### src/rtl/excPkg.sv
package excPkg;
  localparam int TRAP_SRCS = 3;

  typedef enum logic [1:0] {
    CLS_NONE  = 2'd0,
    CLS_IRQ   = 2'd1,
    CLS_TRAP  = 2'd2,
    CLS_RESET = 2'd3
  } excClass_e;

  // strobes from control to datapath
  typedef struct packed {
    logic                 load;
    logic                 selReset;
    logic [TRAP_SRCS-1:0] selTrap;
    logic                 selIrq;
    logic                 flush;
    logic [TRAP_SRCS-1:0] setMask;
    logic [TRAP_SRCS-1:0] clrMask;
  } arbStrobe_t;
endpackage

### src/rtl/excArbCtrl.sv
module excArbCtrl
  import excPkg::*;
#(
  parameter int LVL_W = 4
) (
  input  logic [2:0]           rstSrc,
  input  logic [TRAP_SRCS-1:0] trapReq,
  input  logic                 irqPend,
  input  logic [LVL_W-1:0]     irqLevel,
  input  logic                 ack,
  input  logic                 clrWe,
  input  logic [TRAP_SRCS-1:0] clrData,
  input  logic                 curValid,
  input  logic [1:0]           curClass,
  output arbStrobe_t           strb
);
  logic                 rstAny;
  logic                 irqOk;
  logic [TRAP_SRCS-1:0] trapPick;

  // fixed priority: lowest index wins
  always_comb begin
    trapPick = '0;
    for (int i = TRAP_SRCS - 1; i >= 0; i--) begin
      if (trapReq[i]) trapPick = TRAP_SRCS'(1) << i;
    end
  end

  always_comb begin
    rstAny        = |rstSrc;
    irqOk         = irqPend && (irqLevel != '0);
    strb.load     = !curValid || ack || (rstAny && (curClass != CLS_RESET));
    strb.selReset = rstAny;
    strb.selTrap  = rstAny ? '0 : trapPick;
    strb.selIrq   = !rstAny && !(|trapReq) && irqOk;
    strb.flush    = rstAny;
    strb.setMask  = trapReq;
    strb.clrMask  = clrWe ? clrData : '0;
  end
endmodule

### src/rtl/excArbPath.sv
module excArbPath
  import excPkg::*;
#(
  parameter int ADDR_W = 24,
  parameter int TRAP_W = 8
) (
  input  logic                 clk,
  input  logic                 rstN,
  input  arbStrobe_t           strb,
  input  logic [TRAP_W-1:0]    irqNum,
  output logic                 excValid,
  output logic [ADDR_W-1:0]    excVector,
  output logic [TRAP_W-1:0]    excTrapNum,
  output logic [1:0]           excClass,
  output logic [TRAP_SRCS-1:0] trapFlags
);
  logic              nextValid;
  logic [TRAP_W-1:0] nextTn;
  logic [1:0]        nextClass;

  always_comb begin
    nextValid = 1'b0;
    nextTn    = '0;
    nextClass = CLS_NONE;
    if (strb.selReset) begin
      nextValid = 1'b1;
      nextClass = CLS_RESET;
    end else if (|strb.selTrap) begin
      nextValid = 1'b1;
      nextClass = CLS_TRAP;
      // trap source i maps to trap number 2*(i+1)
      for (int i = 0; i < TRAP_SRCS; i++) begin
        if (strb.selTrap[i]) nextTn = TRAP_W'(2 * (i + 1));
      end
    end else if (strb.selIrq) begin
      nextValid = 1'b1;
      nextClass = CLS_IRQ;
      nextTn    = irqNum;
    end
  end

  always_ff @(posedge clk or negedge rstN) begin
    if (!rstN) begin
      excValid   <= 1'b0;
      excVector  <= '0;
      excTrapNum <= '0;
      excClass   <= CLS_NONE;
    end else if (strb.load) begin
      excValid   <= nextValid;
      excTrapNum <= nextTn;
      excVector  <= ADDR_W'(nextTn) << 2;
      excClass   <= nextClass;
    end
  end

  always_ff @(posedge clk or negedge rstN) begin
    if (!rstN) trapFlags <= '0;
    else if (strb.flush) trapFlags <= '0;
    else trapFlags <= (trapFlags & ~strb.clrMask) | strb.setMask;
  end
endmodule

### src/rtl/excArbiter.sv
module excArbiter
  import excPkg::*;
#(
  parameter int ADDR_W = 24,
  parameter int TRAP_W = 8,
  parameter int LVL_W  = 4
) (
  input  logic              clk,
  input  logic              rstN,
  input  logic              hwRstReq,
  input  logic              swRstReq,
  input  logic              wdtRstReq,
  input  logic              nmiReq,
  input  logic              stkOvfReq,
  input  logic              stkUnfReq,
  input  logic              irqPend,
  input  logic [LVL_W-1:0]  irqLevel,
  input  logic [TRAP_W-1:0] irqNum,
  input  logic              ack,
  input  logic              clrWe,
  input  logic [2:0]        clrData,
  output logic              excValid,
  output logic [ADDR_W-1:0] excVector,
  output logic [TRAP_W-1:0] excTrapNum,
  output logic [1:0]        excClass,
  output logic [2:0]        trapFlags
);
  arbStrobe_t strb;

  excArbCtrl #(.LVL_W(LVL_W)) uCtrl (
    .rstSrc   ({wdtRstReq, swRstReq, hwRstReq}),
    .trapReq  ({stkUnfReq, stkOvfReq, nmiReq}),
    .irqPend  (irqPend),
    .irqLevel (irqLevel),
    .ack      (ack),
    .clrWe    (clrWe),
    .clrData  (clrData),
    .curValid (excValid),
    .curClass (excClass),
    .strb     (strb)
  );

  excArbPath #(.ADDR_W(ADDR_W), .TRAP_W(TRAP_W)) uPath (
    .clk        (clk),
    .rstN       (rstN),
    .strb       (strb),
    .irqNum     (irqNum),
    .excValid   (excValid),
    .excVector  (excVector),
    .excTrapNum (excTrapNum),
    .excClass   (excClass),
    .trapFlags  (trapFlags)
  );
endmodule

### config.mk
export PLATFORM = sky130hd
export DESIGN_NAME = excArbiter
export DESIGN_NICKNAME = d
export VERILOG_FILES = /design/src/rtl/excPkg.sv /design/src/rtl/excArbCtrl.sv /design/src/rtl/excArbPath.sv /design/src/rtl/excArbiter.sv
export SDC_FILE = /design/constraint.sdc
export NUM_CORES = 1
export LEC_CHECK = 0
export BUFFER_PORTS_ARGS = -buffer_cell sky130_fd_sc_hd__buf_2
export CORE_ASPECT_RATIO = 1.4
export CORE_MARGIN = 2
export CORE_UTILIZATION = 41
export DETAILED_ROUTE_END_ITERATION = 12
export GPL_TIMING_DRIVEN = 0
export PLACE_DENSITY = 0.87
export SYNTH_ARGS = -nofsm -noshare
export SYNTH_HDL_FRONTEND = slang
export SYNTH_SLANG_ARGS = --single-unit
### constraint.sdc
create_clock -name clk -period 4.1 [get_ports clk]
set_clock_uncertainty 0.15 [all_clocks]
set_input_delay 0.82 -clock clk [delete_from_list [all_inputs] [get_ports clk]]
set_output_delay 0.82 -clock clk [all_outputs]
set_load 0.05 [all_outputs]
# Yosys cells after proc, flatten, opt, wreduce, memory -nomap -nowiden
# Cells that the tools add are included.
# classes
muxes	18
reduce_logical	13
eq_ne	1
bitwise	3
# op_table
cell	count
3-bit two-way mux	8
8-bit two-way mux	3
3-bit OR reduction	3
2-bit two-way mux	3
1-bit logical AND	4
1-bit two-way mux	4
4-bit nonzero test	1
3-bit bitwise AND	1
1-bit logical NOT	3
3-bit NOT	1
3-bit bitwise OR	1
1-bit logical OR	2
2-bit inequality test (second input constant)	1
# totals
regBits	14
in_bits	26
wordCells	39

# Logic depth before layout (Yosys ltp)
# Gate-level depths: netlist (run 1).
# depth
ltp_word	9
ltp_mapped	4
depth_no_buf	3

# By module
# A second synthesis (run 1) with hierarchy kept.
# unflattened
cells_unflattened	98
hier_area_um2	909.6
# by_module_without_submodules
module	seq_area_each_um2	instances	cells_each	area_each_um2
excArbPath	350.3	1	77	772.0
excArbCtrl	0.0	1	21	137.6

# Worst setup path after synthesis (run 1)
# No wires, ideal clock.
# synth_timing
kind	in2reg
startpoint	input wdtRstReq
endpoint	register uPath.excValid
n_path_buf	1
path_stages	3
t_arrival_ns	1.829
required_ns	3.812
setup_slack_ns	1.983
path_cell_list	or3_1 -> buf_6 -> or4_1
# synth_via
elab_chain_cells	7
# synth_lines
element	line_no	rtl
start, declared	excArbiter.sv:12	input logic wdtRstReq,
3-bit OR reduction (*)	excArbCtrl.sv:30	rstAny = |rstSrc;
1-bit logical NOT	excArbCtrl.sv:35	strb.selIrq = !rstAny && !(|trapReq) && irqOk;
1-bit logical AND (2 in series)	excArbCtrl.sv:35	
1-bit two-way mux	excArbPath.sv:35	end else if (strb.selIrq) begin
1-bit two-way mux	excArbPath.sv:28	end else if (|strb.selTrap) begin
1-bit two-way mux	excArbPath.sv:25	if (strb.selReset) begin
end signal, assigned	excArbPath.sv:49	excValid <= nextValid;
end, declared	excArbPath.sv:11	output logic excValid,
# Every way passes the cells marked *; elsewhere a longest branch is shown, timed or not.
# A chain may end at the register's enable or synchronous reset.

==> metrics.txt, run 1 <==
power per unit of standard cell area 288 nW/um^2; post-CTS setup buffer count 0; number of nets in the layout 170; deepest clock path buffer count 2; leading area contributor after synthesis sky130_fd_sc_hd__dfrtp_1; first-iteration detailed-routing DRC count 12; number of hold buffers added after CTS 0; area of the placeable core 1800 um^2; Fin Setup TNS 0 ps; clock latency reported for the late side of the worst-skew pair 280 ps; proportion of register bits with asynchronous set or reset after synthesis 100%; worst vdd ir 0.144 mV; crit-path max FO 3; placed wire-length estimate after detailed placement 1440 um; initial core utilization 44.1%; residual DRC count 0; total of flip-flops plus latches after synthesis 14; count of final setup violators 0; placed instance count 159; layout cells sized above 1 54.5%; number of global-route vias before repair 616; initial antenna violation count 0; Post-synth top cells sky130_fd_sc_hd__buf_4, sky130_fd_sc_hd__dfrtp_1, sky130_fd_sc_hd__a22o_1; post-cts repair resize count 0; post-detailed-routing wire length 1740 um; synthesized area per cell 10.3 um^2; post-synthesis cell type count 21; synthesized instance count 77; number of port buffers 47; Worst setup EP type output port; floorplan die height 56.1 um; Leak Pwr 0.000678 uW; row count 18; Netlist Area Pre-Place 795 um^2; die width 41.2 um; top cells by area, synth sky130_fd_sc_hd__dfrtp_1, sky130_fd_sc_hd__buf_4, sky130_fd_sc_hd__a22o_1; Achievable Freq 0.504 GHz; number of synthesis warnings 0; Max Slew Vio Count 0; post-synth top area share 44.1%; result of the run completed; pin count of the biggest net entering global routing 15; buffer cell driving the clock tree root sky130_fd_sc_hd__clkbuf_4; area of the die 2310 um^2; post-route ant nets 0; unrepaired setup endpoints after global routing false; final worst path period need 1980 ps; Final Cycle Share 48.4%; pin slew with the least headroom to its limit 520 ps; Top FF cell, synth sky130_fd_sc_hd__dfrtp_1; most instantiated library cell after synthesis sky130_fd_sc_hd__buf_4; detailed-route vias per instance 4.48; average wire per cell in the routed design 10.7 um; first-pass GRT wire length 2380 um; remaining global-route overflow 0; startpoint class of the critical path flip-flop; final cell count without fillers 163; share of the yosys chip area belonging to registers 44.1%; CTS clk-pin slew, worst paths 80 ps; Post-synth EDFFs 0; post-route total power 331 uW; smallest setup slack after layout 2120 ps; Antenna Diode Count 0; TritonCTS clock tree built; final weighted congestion in routability-driven placement 0.727; Max-slew headroom 64.9%; Clock Sinks 14; number of vias in the routed layout 731; Place WS 1820 ps; total CTS buffers 3; overall track demand over capacity in global routing 14.5%; final number of hold-violating endpoints 0; Crit path arrival time 1010 ps; maximum level of the CTS H-tree 1; Tightest Hold Check Type in2async; Req. time, crit path 3130 ps; worst hold margin 271 ps; I/O pin count 64; Max Cap Violations 0; signed area change from the synthesized netlist to the final layout 44.4%; critical path start-end classification reg2out; router iterations before antenna repair 4
[cells by family after synthesis]
logic type	synth area share, %
AOI/OAI and AO/OA	17.5
buffers and inverters	24.1
DFF	44.1
other	0.472
and+or+nand+nor	13.9
[metrics by stage]
stage / util (%) / cell area (um^2)
2_1_floorplan: - / 851
3_3_place_gp: 61.7 / 1110
3_5_place_dp: 61.7 / 1110
4_1_cts: 63.7 / 1150
5_1_grt: 63.7 / 1150
6_report: 63.7 / 1150
[layout make-up]
class                      count  area [um^2]
buffer                        25          191
fill                         155          654
clock buffer                   4         36.3
timing repair buffer          47          235
multi-input combinational     53          309
tap                           20         25.0
sequential                    14          350
[worst max-delay path, stage by stage (launching register included)]
cell	delay, ps
sky130_fd_sc_hd__dfrtp_1	410
sky130_fd_sc_hd__buf_4	130
sky130_fd_sc_hd__buf_2	200
[worst paths after layout]
| check | start | endpoint | slack (ps) | depth (start not counted) |
|---|---|---|---|---|
| max | uPath.excTrapNum[1]$_DFFE_PN0P_ | excVector[3] | 2120 | 2 |
| min | rstN | uPath.excTrapNum[3]$_DFFE_PN0P_ | 270 | 1 |
| max reg2reg | uPath.excValid$_DFFE_PN0P_ | uPath.excClass[0]$_DFFE_PN0P_ | 2610 | 3 |
| min reg2reg | uPath.trapFlags[2]$_DFF_PN0_ | uPath.trapFlags[2]$_DFF_PN0_ | 370 | 2 |
| max in group asynchronous | rstN | uPath.trapFlags[1]$_DFF_PN0_ | 3300 | 1 |
| min in group clk | uPath.trapFlags[2]$_DFF_PN0_ | uPath.trapFlags[2]$_DFF_PN0_ | 370 | 2 |
[flip-flops by register name, indices dropped and copies added, names as in the netlist]
signal            count
uPath.excTrapNum      8
uPath.excClass        2
uPath.trapFlags       3
uPath.excValid        1
[power breakdown]
part	switching (uW)	internal, uW	leakage (uW)	total (uW)
sequential	1.55	140	0.000179	142
clock	44.2	54.0	0.0000210	98.2
combinational	63.3	27.6	0.000478	90.9
total	109	222	0.000678	331
[routing by layer]
metal  track usage (%)  share of wire (%)  vias up
li1                  -                  -      364
met5                 0                  0        -
met2              25.0                 46       50
met4              5.53               0.75        0
met1              16.1                 40      315
met3              2.80                 13        2
[layout by cell type, fill, tap and decap left out, types with 2 or more instances in the layout]
| cell | n |
|---|---|
| sky130_fd_sc_hd__buf_4 | 24 |
| sky130_fd_sc_hd__dfrtp_1 | 14 |
| sky130_fd_sc_hd__o2bb2ai_1 | 2 |
| sky130_fd_sc_hd__nor2_1 | 5 |
| sky130_fd_sc_hd__nand2_1 | 4 |
| sky130_fd_sc_hd__clkbuf_4 | 3 |
| sky130_fd_sc_hd__buf_2 | 47 |
| sky130_fd_sc_hd__conb_1 | 16 |
| sky130_fd_sc_hd__a22o_1 | 6 |
| sky130_fd_sc_hd__or3_1 | 3 |
| sky130_fd_sc_hd__a21oi_1 | 5 |
| sky130_fd_sc_hd__nand2b_1 | 2 |
Power figures use the tool's default switching activity.
==> inputs of run 2 (changes only) <==
Settings changed: CORE_UTILIZATION 41 to 38, PLACE_DENSITY 0.87 to 0.81.
Clock period 4.1 ns to 1.94 ns, I/O delays scaled along.
==> run 2 against run 1 <==
Via count increased by 3.3%. Count of clock-buffer cells in the layout did not move. Final cell count grew 1.2%. Largest cell class unchanged. First-iteration DRC count is 8.3% lower. Sequential power grew 110%. Flip-flop and latch count is the same. Largest power group unchanged.
==> metrics.txt, run 2 (synthesis gave the netlist of run 1 again) <==
result of the run completed; crit-path max FO 3; power per unit of standard cell area 606 nW/um^2; Biggest register uPath.excTrapNum; critical path start-end classification reg2out; post-CTS setup buffer count 0; signed area change from the synthesized netlist to the final layout 45.8%; Max Slew Vio Count 0; placed wire-length estimate after detailed placement 1500 um; hold path cells 2; CTS clk-pin slew, worst paths 80 ps; buffer cell driving the clock tree root sky130_fd_sc_hd__clkbuf_4; post-cts repair resize count 0; final worst path period need 1550 ps; Leak Pwr 0.000682 uW; most common library cell in the layout ignoring fill and taps sky130_fd_sc_hd__buf_2; number of port buffers 47; initial core utilization 40.3%; hold_sp irqNum[3]; Achievable Freq 0.643 GHz; layout cells sized above 1 54.2%; Antenna Diode Count 0; largest registers in the final layout uPath.excTrapNum (8), uPath.trapFlags (3), uPath.excClass (2); pin slew with the least headroom to its limit 569 ps; post-detailed-routing wire length 1860 um; initial antenna violation count 0; final weighted congestion in routability-driven placement 0.702; logic depth of the worst register-to-register path 3; residual DRC count 0; router iterations before antenna repair 6; Max Cap Violations 0; Tightest Hold Check Type in2reg; total CTS buffers 3; TritonCTS clock tree built; count of final setup violators 0; row count 19; pin count of the biggest net entering global routing 15; detailed-route vias per instance 4.58; area of the placeable core 1970 um^2; FF+latch area 350 um^2; final number of hold-violating endpoints 0; first-iteration detailed-routing DRC count 11; maximum level of the CTS H-tree 1; number of vias in the routed layout 755; Place WS 96.9 ps; area of the die 2480 um^2; Final Cycle Share 80.1%; smallest setup slack after layout 386 ps; clock latency reported for the late side of the worst-skew pair 280 ps; deepest clock path buffer count 2; Req. time, crit path 1400 ps; flip-flop count of the largest register, all copies and words added 8; RR Endpoint uPath.excClass[0]$_DFFE_PN0P_; final cell count without fillers 165; Crit path arrival time 1020 ps; reg-to-reg setup timing slack 490 ps; area of the multi-input gates 309 um^2; average wire per cell in the routed design 11.3 um; post-route ant nets 0; floorplan die height 58.1 um; placed instance count 160; fill cell instance count of the final layout 179; number of global-route vias before repair 704; Fin Setup TNS 0 ps; first-pass GRT wire length 3100 um; worst vdd ir 0.359 mV; Clock Sinks 14; remaining global-route overflow 0; Worst setup EP type output port; beginning of the worst register-to-register path uPath.excValid$_DFFE_PN0P_; worst hold margin 180 ps; highest-count cells in the layout ignoring fill and taps sky130_fd_sc_hd__buf_2, sky130_fd_sc_hd__buf_4, sky130_fd_sc_hd__conb_1; overall track demand over capacity in global routing 16.2%; Max-slew headroom 61.5%; unrepaired setup endpoints after global routing false; Cell Area, Placed 1110 um^2; number of nets in the layout 171; die width 42.6 um; startpoint class of the critical path flip-flop; Hold EP uPath.excTrapNum[3]$_DFFE_PN0P_; Non-Filler Cell Area, Final 1160 um^2; I/O pin count 64
run 2: cell count changes in the layout (fill, tap and decap cells not counted), sizes merged:
cell         change
dlygate4sd3      +1
run 2: worst max path at each step:
stage	from	to	cells after the start
6_report	uPath.excTrapNum[2]$_DFFE_PN0P_	excVector[4]	2
5_1_grt	wdtRstReq	uPath.excTrapNum[4]$_DFFE_PN0P_	5
3_3_place_gp	wdtRstReq	uPath.excTrapNum[0]$_DFFE_PN0P_	5
4_1_cts	uPath.excTrapNum[2]$_DFFE_PN0P_	excVector[4]	2
3_5_place_dp	wdtRstReq	uPath.excTrapNum[7]$_DFFE_PN0P_	5
2_1_floorplan	wdtRstReq	uPath.excValid$_DFFE_PN0P_	3
run 2: stage by stage:
stage	util, %	power, uW
final	58.7	703
after global placement	56.4	495
after global routing	58.7	741
after floorplan	-	450
after detailed placement	56.4	497
after CTS	58.7	703
run 2: worst max-delay path: stages, from the launching register on:
cell and delay (ps):
sky130_fd_sc_hd__dfrtp_1 410, sky130_fd_sc_hd__buf_4 130, sky130_fd_sc_hd__buf_2 200
run 2: area by class of cell:
cell class	count	share of cell area (%)
Buffer	25	16.5
Tap cell	21	2.27
Timing Repair Buffer	48	21.2
Sequential cell	14	30.2
Multi-Input combinational cell	53	26.7
Clock buffer	4	3.13
run 2: report_power, final:
| part | switching, uW | internal [uW] | leakage, uW |
|---|---|---|---|
| logic | 135 | 59.7 | 0.000482 |
| clock network | 94.4 | 114 | 0.0000210 |
| registers | 3.19 | 296 | 0.000179 |
| total | 233 | 470 | 0.000682 |
run 2: timing repair:
action,4_1_cts,5_1_grt
hold endpoints to repair,14,0
hold buffers,1,0
endpoints found under the setup margin,0,0
run 2: routing by layer:
metal / track usage [%] / wire length (um)
met5: 0 / 0
met4: 6.70 / 19
met3: 4.05 / 234
met2: 27.5 / 859
met1: 19.3 / 744
==> inputs of run 3 (changes only) <==
Settings changed: ABC_AREA set to 1, CORE_UTILIZATION 38 to 40.
Clock period 1.94 ns to 1.6 ns, I/O delays scaled along.
==> run 3 against run 2 <==
Worst setup slack got worse by 270 ps. Highest routed layer unchanged. Worst hold slack worse by 54 ps. Critical endpoint is now excVector[2]. Global-route usage shrank 0.82 points. Routed wire length is 5.7% higher.
==> metrics.txt, run 3 <==
average wire per cell in the routed design 10.1 um; proportion of register bits with asynchronous set or reset after synthesis 100%; fraction of power consumed by combinational cells 29.2%; Post-synth top cells sky130_fd_sc_hd__buf_4, sky130_fd_sc_hd__nand2_1, sky130_fd_sc_hd__dfrtp_1; router iterations before antenna repair 4; Top FF cell, synth sky130_fd_sc_hd__dfrtp_1; flip-flop count of the largest register, all copies and words added 8; first-iteration detailed-routing DRC count 14; Max Cap Violations 0; number of global-route vias before repair 717; synthesized instance count 106; routed wl met3 127 um; remaining global-route overflow 0; Antenna Diode Count 0; detailed-route vias per instance 4.38; total CTS buffers 3; floorplan die height 60.4 um; first-pass GRT wire length 2900 um; signed area change from the synthesized netlist to the final layout 40.2%; crit-path max FO 3; most instantiated library cell after synthesis sky130_fd_sc_hd__buf_4; critical path start-end classification reg2out; total of flip-flops plus latches after synthesis 14; final weighted congestion in routability-driven placement 0.717; number of nets in the layout 200; initial antenna violation count 0; sw frac 34.1%; layout cells sized above 1 51.4%; Tightest Hold Check Type in2reg; share of power burned in registers 41.8%; Achievable Freq 0.672 GHz; post-detailed-routing wire length 1960 um; overall track demand over capacity in global routing 15.4%; detailed-routing wirelength on met1 660 um; Buffers & Inverters on Critical Path 2; initial core utilization 42.2%; Biggest register uPath.excTrapNum; final worst path period need 1490 ps; worst vdd ir 0.530 mV; net switching power 297 uW; number of synthesis warnings 0; I/O pin count 64; area of the placeable core 2150 um^2; power per unit of standard cell area 683 nW/um^2; placed wire-length estimate after detailed placement 1630 um; clock latency reported for the late side of the worst-skew pair 280 ps; crit-path leading delay family flip-flops; highest-count cells in the layout ignoring fill and taps sky130_fd_sc_hd__buf_2, sky130_fd_sc_hd__buf_4, sky130_fd_sc_hd__nand2_1; Met2 Wirelength 1100 um; die width 44.3 um; leading area contributor after synthesis sky130_fd_sc_hd__dfrtp_1; deepest clock path buffer count 2; Req. time, crit path 1130 ps; final number of hold-violating endpoints 0; largest registers in the final layout uPath.excTrapNum (8), uPath.trapFlags (3), uPath.excClass (2); Max Slew Vio Count 0; Fin Setup TNS 0 ps; ordered cell list for the critical path buf_4 -> buf_2; Leak Pwr 0.000806 uW; most common library cell in the layout ignoring fill and taps sky130_fd_sc_hd__buf_2; startpoint class of the critical path flip-flop; Clock Sinks 14; post-synth top area share 38.6%; pin count of the biggest net entering global routing 15; post-CTS setup buffer count 0; count of final setup violators 0; Crit path arrival time 1020 ps; total internal power 573 uW; post-synthesis cell type count 19; Worst setup EP type output port; post-route ant nets 0; number of port buffers 47; post-route total power 870 uW; Post-synth EDFFs 0; top cells by area, synth sky130_fd_sc_hd__dfrtp_1, sky130_fd_sc_hd__buf_4, sky130_fd_sc_hd__nand2_1; Final Cycle Share 93.0%; maximum level of the CTS H-tree 1; synthesized area per cell 8.57 um^2; uppermost routed layer met4; number of vias in the routed layout 854; clock group share of total power 29.1%; TritonCTS clock tree built; CP max stage cell sky130_fd_sc_hd__dfrtp_1; Crit path largest cell delay 380 ps; buffer cell driving the clock tree root sky130_fd_sc_hd__clkbuf_4; Netlist Area Pre-Place 908 um^2; residual DRC count 0; area of the die 2670 um^2; unrepaired setup endpoints after global routing false; share of the yosys chip area belonging to registers 38.6%; result of the run completed; row count 20; CTS clk-pin slew, worst paths 80 ps
run 3: cell families (layout without fill, tap and decap cells):
group	Yosys count	after routing	share of synthesized area, %
compound gates	13	13	9.23
buf+inv	33	85	23.6
flops	14	14	38.6
other cells	1	16	0.413
simple gates	45	45	28.2
run 3: cell type report:
class	instances	area [um^2]
plain buffers	24	180
clock buffers	4	36.3
fillers	201	878
inverters	9	33.8
multi-input cells	74	400
flip-flops and latches	14	350
well taps	22	27.5
repair buffers	48	245
run 3: metrics by stage:
step	util, %	setup WS, ps	area (um^2)	cells	hold slack, ps
2_1_floorplan	-	82.6	965	121	-126
3_3_place_gp	57.0	231	1230	190	75.0
3_5_place_dp	57.0	208	1230	190	80.7
4_1_cts	59.2	99.2	1270	195	122
5_1_grt	59.2	52.2	1270	195	118
6_report	59.2	112	1270	195	125
run 3: timing repair:
action	CTS	global route
endpoints found under the hold margin	14	0
endpoints found under the setup margin	0	0
hold buffers	1	0
resized for setup	0	0
run 3: path summary, 6_finish.rpt:
path                                                 start                              end  slack [ps]  cells past startpoint
max                        uPath.excTrapNum[0]$_DFFE_PN0P_                     excVector[2]         110                      2
min                                              irqNum[6]  uPath.excTrapNum[6]$_DFFE_PN0P_         130                      3
max reg2reg                     uPath.excValid$_DFFE_PN0P_    uPath.excClass[0]$_DFFE_PN0P_         350                      5
min reg2reg                  uPath.excClass[0]$_DFFE_PN0P_    uPath.excClass[0]$_DFFE_PN0P_         380                      2
max in group asynchronous                             rstN       uPath.excValid$_DFFE_PN0P_         740                      2
min in group asynchronous                             rstN     uPath.trapFlags[0]$_DFF_PN0_         310                      2
run 3: layer usage:
| metal | up-vias | GRT usage [%] |
|---|---|---|
| li1 | 432 | - |
| met1 | 379 | 14.8 |
| met2 | 36 | 28.8 |
| met3 | 7 | 1.79 |
| met4 | 0 | 12.1 |
| met5 | - | 0 |
run 3: tightest hold or removal path, stage by stage:
cell	delay, ps
sky130_fd_sc_hd__buf_2	100
sky130_fd_sc_hd__nand2_1	50
sky130_fd_sc_hd__o21ai_1	50
run 3: power by group through the flow:
stage | combinational (uW) | sequential [uW] | clock (uW)
2_1_floorplan | 175 | 391 | 0
3_3_place_gp | 248 | 370 | 0
3_5_place_dp | 251 | 371 | 0
4_1_cts | 253 | 364 | 260
5_1_grt | 271 | 365 | 276
6_report | 254 | 363 | 253
